`config.mk`:
```
export PLATFORM = sky130hd
export DESIGN_NAME = status_line_tx
export DESIGN_NICKNAME = d
export VERILOG_FILES = /design/src/rtl/sltx_pkg.sv /design/src/rtl/sltx_baud.sv /design/src/rtl/sltx_bcd_conv.sv /design/src/rtl/sltx_uart_tx.sv /design/src/rtl/status_line_tx.sv
export SDC_FILE = /design/constraint.sdc
export NUM_CORES = 1
export LEC_CHECK = 0
export BUFFER_PORTS_ARGS = -buffer_cell sky130_fd_sc_hd__buf_2
export CORE_MARGIN = 4
export CORE_UTILIZATION = 45
export CTS_CLUSTER_DIAMETER = 60
export DETAILED_ROUTE_END_ITERATION = 16
export PLACE_DENSITY = 0.66
export SLEW_MARGIN = 20
export SYNTH_ARGS = -nofsm -noshare
export SYNTH_HDL_FRONTEND = slang
export SYNTH_SLANG_ARGS = --single-unit
```
`constraint.sdc`:
```
create_clock -name clk -period 5.4 [get_ports clk]
set_clock_uncertainty 0.15 [all_clocks]
set_input_delay 0.81 -clock clk [delete_from_list [all_inputs] [get_ports clk]]
set_output_delay 0.81 -clock clk [all_outputs]
set_load 0.02 [all_outputs]
```
`src/rtl/sltx_pkg.sv`:
```
package sltx_pkg;

    localparam int FIELD_W  = 16;
    localparam int DIGITS   = 5;
    localparam int NFIELDS  = 3;
    localparam int BCD_W    = DIGITS * 4;
    localparam int LINE_LEN = NFIELDS * (DIGITS + 1) + 1;
    localparam int IDX_W    = $clog2(LINE_LEN);

    localparam logic [7:0] CH_SPACE = 8'h20;
    localparam logic [7:0] CH_CR    = 8'h0D;
    localparam logic [7:0] CH_LF    = 8'h0A;
    localparam logic [3:0] CH_DIGIT_HI = 4'h3;

    typedef logic [FIELD_W-1:0] field_t;
    typedef logic [BCD_W-1:0]   bcd_t;
    typedef logic [IDX_W-1:0]   cidx_t;

    typedef struct packed {
        field_t phase;
        field_t dac;
        field_t status;
    } report_t;

    typedef enum logic [1:0] {
        ST_IDLE,
        ST_CONV_GO,
        ST_CONV_WAIT,
        ST_SEND
    } seq_state_t;

    function automatic field_t status_code(logic [2:0] md, logic glitch, logic unlock);
        field_t v;
        v = field_t'(md);
        if (glitch) v = v + field_t'(10);
        if (unlock) v = v + field_t'(100);
        return v;
    endfunction

    function automatic logic [7:0] line_char(cidx_t idx, logic [NFIELDS-1:0][BCD_W-1:0] dig);
        int         f;
        int         p;
        logic [3:0] nib;
        logic [7:0] ch;
        if (int'(idx) == LINE_LEN - 2) begin
            ch = CH_CR;
        end else if (int'(idx) == LINE_LEN - 1) begin
            ch = CH_LF;
        end else begin
            f = int'(idx) / (DIGITS + 1);
            p = int'(idx) - f * (DIGITS + 1);
            if (p == DIGITS) begin
                ch = CH_SPACE;
            end else begin
                nib = 4'(dig[f[1:0]] >> (4 * (DIGITS - 1 - p)));
                ch  = {CH_DIGIT_HI, nib};
            end
        end
        return ch;
    endfunction

endpackage

```
`src/rtl/sltx_baud.sv`:
```
module sltx_baud #(
    parameter int DIV = 20833
) (
    input  logic clk,
    input  logic rst,
    input  logic en,
    output logic tick
);
    localparam int CW = (DIV > 2) ? $clog2(DIV) : 1;

    logic [CW-1:0] cnt;

    assign tick = en && (cnt == CW'(DIV - 1));

    always_ff @(posedge clk) begin
        if (rst || !en || tick) cnt <= '0;
        else                    cnt <= cnt + 1'b1;
    end

    // the bit counter never leaves its range
    p_cnt_range_r2: assert property (@(posedge clk) disable iff (rst)
        int'(cnt) < DIV);

    generate
        if (DIV > 1) begin : g_spacing
            // two ticks are never adjacent
            p_tick_spacing_r2: assert property (@(posedge clk) disable iff (rst)
                tick |=> !tick);
        end
    endgenerate

endmodule

```
`src/rtl/sltx_bcd_conv.sv`:
```
module sltx_bcd_conv #(
    parameter int W = 16,
    parameter int D = 5
) (
    input  logic           clk,
    input  logic           rst,
    input  logic           start,
    input  logic [W-1:0]   bin,
    output logic           busy,
    output logic           done,
    output logic [4*D-1:0] bcd
);
    localparam int CNT_W = (W > 1) ? $clog2(W) : 1;

    logic [W-1:0]     sh_bin;
    logic [4*D-1:0]   sh_bcd;
    logic [4*D-1:0]   adj;
    logic [CNT_W-1:0] step;
    logic [4*D+W-1:0] shifted;

    generate
        for (genvar k = 0; k < D; k++) begin : g_adj
            logic [3:0] nib;
            assign nib = sh_bcd[4*k +: 4];
            assign adj[4*k +: 4] = (nib >= 4'd5) ? nib + 4'd3 : nib;
        end
    endgenerate

    assign shifted = {adj, sh_bin} << 1;
    assign bcd     = sh_bcd;

    always_ff @(posedge clk) begin
        if (rst) begin
            sh_bin <= '0;
            sh_bcd <= '0;
            step   <= '0;
            busy   <= 1'b0;
            done   <= 1'b0;
        end else begin
            done <= 1'b0;
            if (!busy) begin
                if (start) begin
                    sh_bin <= bin;
                    sh_bcd <= '0;
                    step   <= '0;
                    busy   <= 1'b1;
                end
            end else begin
                {sh_bcd, sh_bin} <= shifted;
                step <= step + 1'b1;
                if (step == CNT_W'(W - 1)) begin
                    busy <= 1'b0;
                    done <= 1'b1;
                end
            end
        end
    end

    generate
        for (genvar k = 0; k < D; k++) begin : g_chk
            // every finished digit is a decimal digit
            p_digit_range_r3: assert property (@(posedge clk) disable iff (rst)
                done |-> (bcd[4*k +: 4] <= 4'd9));
        end
    endgenerate

    // a result is only flagged after a conversion was running
    p_done_after_busy_r3: assert property (@(posedge clk) disable iff (rst)
        done |-> $past(busy));

endmodule

```
`src/rtl/sltx_uart_tx.sv`:
```
module sltx_uart_tx #(
    parameter int DIV = 20833
) (
    input  logic       clk,
    input  logic       rst,
    input  logic       load,
    input  logic [7:0] data,
    output logic       tx,
    output logic       busy
);
    logic [9:0] frame;
    logic [3:0] bitn;
    logic       tick;

    sltx_baud #(.DIV(DIV)) i_baud (
        .clk (clk),
        .rst (rst),
        .en  (busy),
        .tick(tick)
    );

    always_ff @(posedge clk) begin
        if (rst) begin
            frame <= '1;
            bitn  <= '0;
            busy  <= 1'b0;
        end else if (!busy) begin
            if (load) begin
                frame <= {1'b1, data, 1'b0};
                bitn  <= '0;
                busy  <= 1'b1;
            end
        end else if (tick) begin
            frame <= {1'b1, frame[9:1]};
            bitn  <= bitn + 1'b1;
            if (bitn == 4'd9) busy <= 1'b0;
        end
    end

    assign tx = busy ? frame[0] : 1'b1;

    // the line rests high between frames
    p_idle_line_r1: assert property (@(posedge clk) disable iff (rst)
        !busy |-> tx);
    // each frame opens with a low start bit
    p_start_low_r2: assert property (@(posedge clk) disable iff (rst)
        $rose(busy) |-> !tx);
    // the last bit before going idle is the high stop bit
    p_stop_high_r2: assert property (@(posedge clk) disable iff (rst)
        $fell(busy) |-> $past(tx));

endmodule

```
`src/rtl/status_line_tx.sv`:
```
module status_line_tx
    import sltx_pkg::*;
#(
    parameter int CLKS_PER_BIT = 20833
) (
    input  logic        clk,
    input  logic        rst,
    input  logic        upd_stb,
    input  logic [15:0] phase_cnt,
    input  logic [17:0] dac_word,
    input  logic [2:0]  mode,
    input  logic        glitch_flag,
    input  logic        unlock_flag,
    output logic        tx
);
    seq_state_t                    state;
    report_t                       rep;
    logic [1:0]                    fsel;
    logic [NFIELDS-1:0][BCD_W-1:0] dig;
    cidx_t                         cidx;

    logic   accept;
    logic   conv_start, conv_busy, conv_done;
    bcd_t   conv_bcd;
    field_t conv_in;
    logic   tx_load, tx_busy;
    logic [7:0] tx_data;

    assign accept     = (state == ST_IDLE) && !tx_busy && upd_stb;
    assign conv_start = (state == ST_CONV_GO);
    assign tx_load    = (state == ST_SEND) && !tx_busy;
    assign tx_data    = line_char(cidx, dig);

    always_comb begin
        case (fsel)
            2'd0:    conv_in = rep.phase;
            2'd1:    conv_in = rep.dac;
            default: conv_in = rep.status;
        endcase
    end

    sltx_bcd_conv #(.W(FIELD_W), .D(DIGITS)) i_conv (
        .clk  (clk),
        .rst  (rst),
        .start(conv_start),
        .bin  (conv_in),
        .busy (conv_busy),
        .done (conv_done),
        .bcd  (conv_bcd)
    );

    sltx_uart_tx #(.DIV(CLKS_PER_BIT)) i_uart (
        .clk (clk),
        .rst (rst),
        .load(tx_load),
        .data(tx_data),
        .tx  (tx),
        .busy(tx_busy)
    );

    always_ff @(posedge clk) begin
        if (rst) begin
            state <= ST_IDLE;
            rep   <= '0;
            fsel  <= '0;
            dig   <= '0;
            cidx  <= '0;
        end else begin
            case (state)
                ST_IDLE: begin
                    if (accept) begin
                        rep.phase  <= phase_cnt;
                        rep.dac    <= dac_word[17:2];
                        rep.status <= status_code(mode, glitch_flag, unlock_flag);
                        fsel       <= '0;
                        state      <= ST_CONV_GO;
                    end
                end
                ST_CONV_GO: begin
                    state <= ST_CONV_WAIT;
                end
                ST_CONV_WAIT: begin
                    if (conv_done) begin
                        dig[fsel] <= conv_bcd;
                        if (int'(fsel) == NFIELDS - 1) begin
                            cidx  <= '0;
                            state <= ST_SEND;
                        end else begin
                            fsel  <= fsel + 1'b1;
                            state <= ST_CONV_GO;
                        end
                    end
                end
                ST_SEND: begin
                    if (tx_load) begin
                        if (int'(cidx) == LINE_LEN - 1) state <= ST_IDLE;
                        else                            cidx  <= cidx + 1'b1;
                    end
                end
                default: state <= ST_IDLE;
            endcase
        end
    end

    // the captured fields hold still while a report is under way
    p_hold_fields_r7: assert property (@(posedge clk) disable iff (rst)
        (state != ST_IDLE) |=> $stable(rep));
    // a strobe during a report or its last frame leaves the snapshot alone
    p_ignore_busy_r8: assert property (@(posedge clk) disable iff (rst)
        (upd_stb && ((state != ST_IDLE) || tx_busy)) |=> $stable(rep));
    // the status code cannot exceed 7 + 10 + 100
    p_status_max_r6: assert property (@(posedge clk) disable iff (rst)
        rep.status <= field_t'(117));
    // the character index stays inside the line
    p_index_bound_r3: assert property (@(posedge clk) disable iff (rst)
        int'(cidx) < LINE_LEN);
    // the converter is never started while it is still running
    p_conv_start_idle_r3: assert property (@(posedge clk) disable iff (rst)
        conv_start |-> !conv_busy);

endmodule

```
==> results.tsv <==
metric	value	unit
status	finished clean	
numPortBuffers	40	
syn2layout_area_growth	9.663	%
drt_iter0_drc	444	
hp-class	flop to flop	
clkSinkCount	180	
slew_violations	0	
ys_warn_count	0	
clk_pin_slew_worst_paths	0.07	ns
drt-vias-per-instance	5.464	
antennaDiodeCount	0	
synth_seq_area_share	42.17	%
final_antenna_net_count	0	
criticalPathCategory	flop to flop	
start_util	45.69	%
cts_tree	done	
drc	0	
vias	7202	
drv_cap	0	
synth_seq_cells	180	
avgSynthCellArea	7.891	um2
avgRoutedWirePerCell	14.43	um
ir_drop	0.2186	mV
cp.arrival	4.49	ns
io_pins	43	
gp_congestion	0.7795	
power_leakage	3.362	nW
antenna_found_initial	0	
nets	1150	
max_freq	0.2339	GHz
syn_nets	1162	
num_rows	50	
synth.distinct_cells	53	
final_cell_mix	nand2_1 (234), dfxtp_1 (179), a21oi_1 (150)	
fp.dieH	145.8	um
critPathCaptureType	flop	
p_per_area	297.5	mW/mm2
rsz0062_at_grt	false	
cts.repair.resized	0	
grt_pass1_vias	6497	
fin_crit	4.276	ns
hold_buffers	0	
finalHoldWorstSlack	0.3023	ns
period_share	79.19	%
clock-root-buffer	clkbuf_16	
coreArea	0.01871	mm2
syn_inst	1083	
cts_buffers	17	
required	5.61	ns
synth_edf_count	0	
synth_ff_type	dfxtp_1	
hold_viol	0	
drt_wl_total	19010	um
grt_overflow_total	0	
die_w	145.8	um
syn_area	0.008546	mm2
h-tree-depth	4	
first_pass_iters	5	
place_hpwl	12300	um
synth-async-reset-ratio	0	%
final_common_cell	nand2_1	
track_usage	17.99	%
cts_setup_buffers	0	
finish.utilization	50.10	%
critical_path.max_fanout	9	
setup_viol	0	
cts_buffer_depth	2	
critPathLaunchType	flop	
clkLatencyLatePin	0.43	ns
die-area	0.02126	mm2
grt_pass1_wl	32130	um
worst_pin_slew	1.104	ns
finalSetupTns	0	ns
maxSlewHeadroom	26.43	%
grt_max_degree	100	
drive_gt1_share	8.764	%
synthesized netlist by cell type, types with 3 or more instances:
master    instances  area share (%)
xor2_1           12             1.2
clkbuf_1         72             3.2
nand4_1           6            0.44
and3_1           13            0.95
o211ai_1          6            0.53
a311oi_1          8            0.82
nor3b_1           9            0.79
a211oi_1          9            0.79
o21ai_1           3            0.18
a221oi_1          9            0.92
a21o_1            4            0.35
and2_1            6            0.44
nand3_1          14            0.82
mux2_2            3            0.40
nor2_1           98             4.3
mux4_2            8             2.1
ha_1             36             5.3
or3_1             3            0.22
nor3_1           35             2.0
nand3b_1          6            0.53
a22oi_1           9            0.79
a31oi_1          11            0.81
a21oi_1         150             8.8
nor2b_1           7            0.51
o31ai_1           3            0.26
xnor2_1          14             1.4
dfxtp_1         180              42
nand2_1         234              10
inv_1            31             1.4
o21ai_0          22             1.3
o21a_1            3            0.26
mux2i_1          14             1.6
nand2b_1         14             1.0
worst paths after layout:
check / startpoint / end / slack [ns] / depth (start not counted)
max reg2reg: cidx[0] / i_uart.frame[1] / 1.12 / 16
max: cidx[0] / i_uart.frame[1] / 1.12 / 16
min reg2reg: rep[2] / rep[2] / 0.30 / 2
min: rep[2] / rep[2] / 0.30 / 2
power breakdown:
part	switching, mW	internal [mW]
Combinational	0.110	0.0665
Sequential	0.0354	1.37
Clock	0.556	0.653
metal layers:
layer	GRT usage [%]	vias to the layer above	part of all wire, %
li1	-	3686	-
met1	24.36	3364	48
met2	28.80	127	46
met3	4.017	25	4.1
met4	5.461	0	1.9
met5	0	-	0
per-stage QoR:
| step | power, mW | instance area, um2 | cells | worst slack (ns) |
|---|---|---|---|---|
| floorplan | 1.557 | 8546 | 1083 | 1.181 |
| global placement | 1.607 | 8800 | 1286 | 1.225 |
| detailed placement | 1.612 | 8800 | 1286 | 1.150 |
| CTS | 2.819 | 9371 | 1318 | 1.144 |
| global route | 2.912 | 9371 | 1318 | 0.8312 |
| finish | 2.788 | 9371 | 1318 | 1.124 |
flip-flops by register name, indices dropped and copies added, names as in the netlist:
register           flops
i_conv.sh_bin         16
state                  2
fsel                   2
i_uart.frame           9
i_conv.bcd            20
i_conv.busy            1
i_conv.done            1
cidx                   5
i_conv.step            4
i_uart.i_baud.cnt     15
i_uart.busy            1
dig                   60
i_uart.bitn            4
rep                   40
critical path, stage by stage (launching register included):
cell     delay [ns]
dfxtp_1        0.33
inv_1          0.14
ha_1           0.28
nor2_1         0.14
o21a_1         0.43
inv_1          0.17
ha_1           0.22
ha_1           0.27
inv_1          0.03
ha_1           0.32
a21o_1         0.17
a21o_1         0.18
ha_1           0.28
and4b_1        0.27
a31oi_1        0.17
or4_1          0.53
o21ai_1        0.13
logic make-up (layout without fill, tap and decap cells):
logic type      count (synthesis)  in the layout  synth area share [%]
buf+inv                       109            110                 4.905
simple gates                  456            456                 23.44
compound gates                250            250                 17.17
flops                         180            180                 42.17
fa+ha+maj                      37             37                 5.505
xor+xnor                       26             26                 2.665
mux                            25             25                 4.143
final cells by class:
| cell class | instances | area [um2] |
|---|---|---|
| fillers | 1827 | 9334 |
| multi-input cells | 794 | 4531 |
| flip-flops and latches | 180 | 3605 |
| clock buffers | 18 | 429.2 |
| well taps | 234 | 292.8 |
| repair buffers | 47 | 255.2 |
| clock inverters | 14 | 142.6 |
| inverters | 31 | 116.4 |
Power figures use the tool's default switching activity.
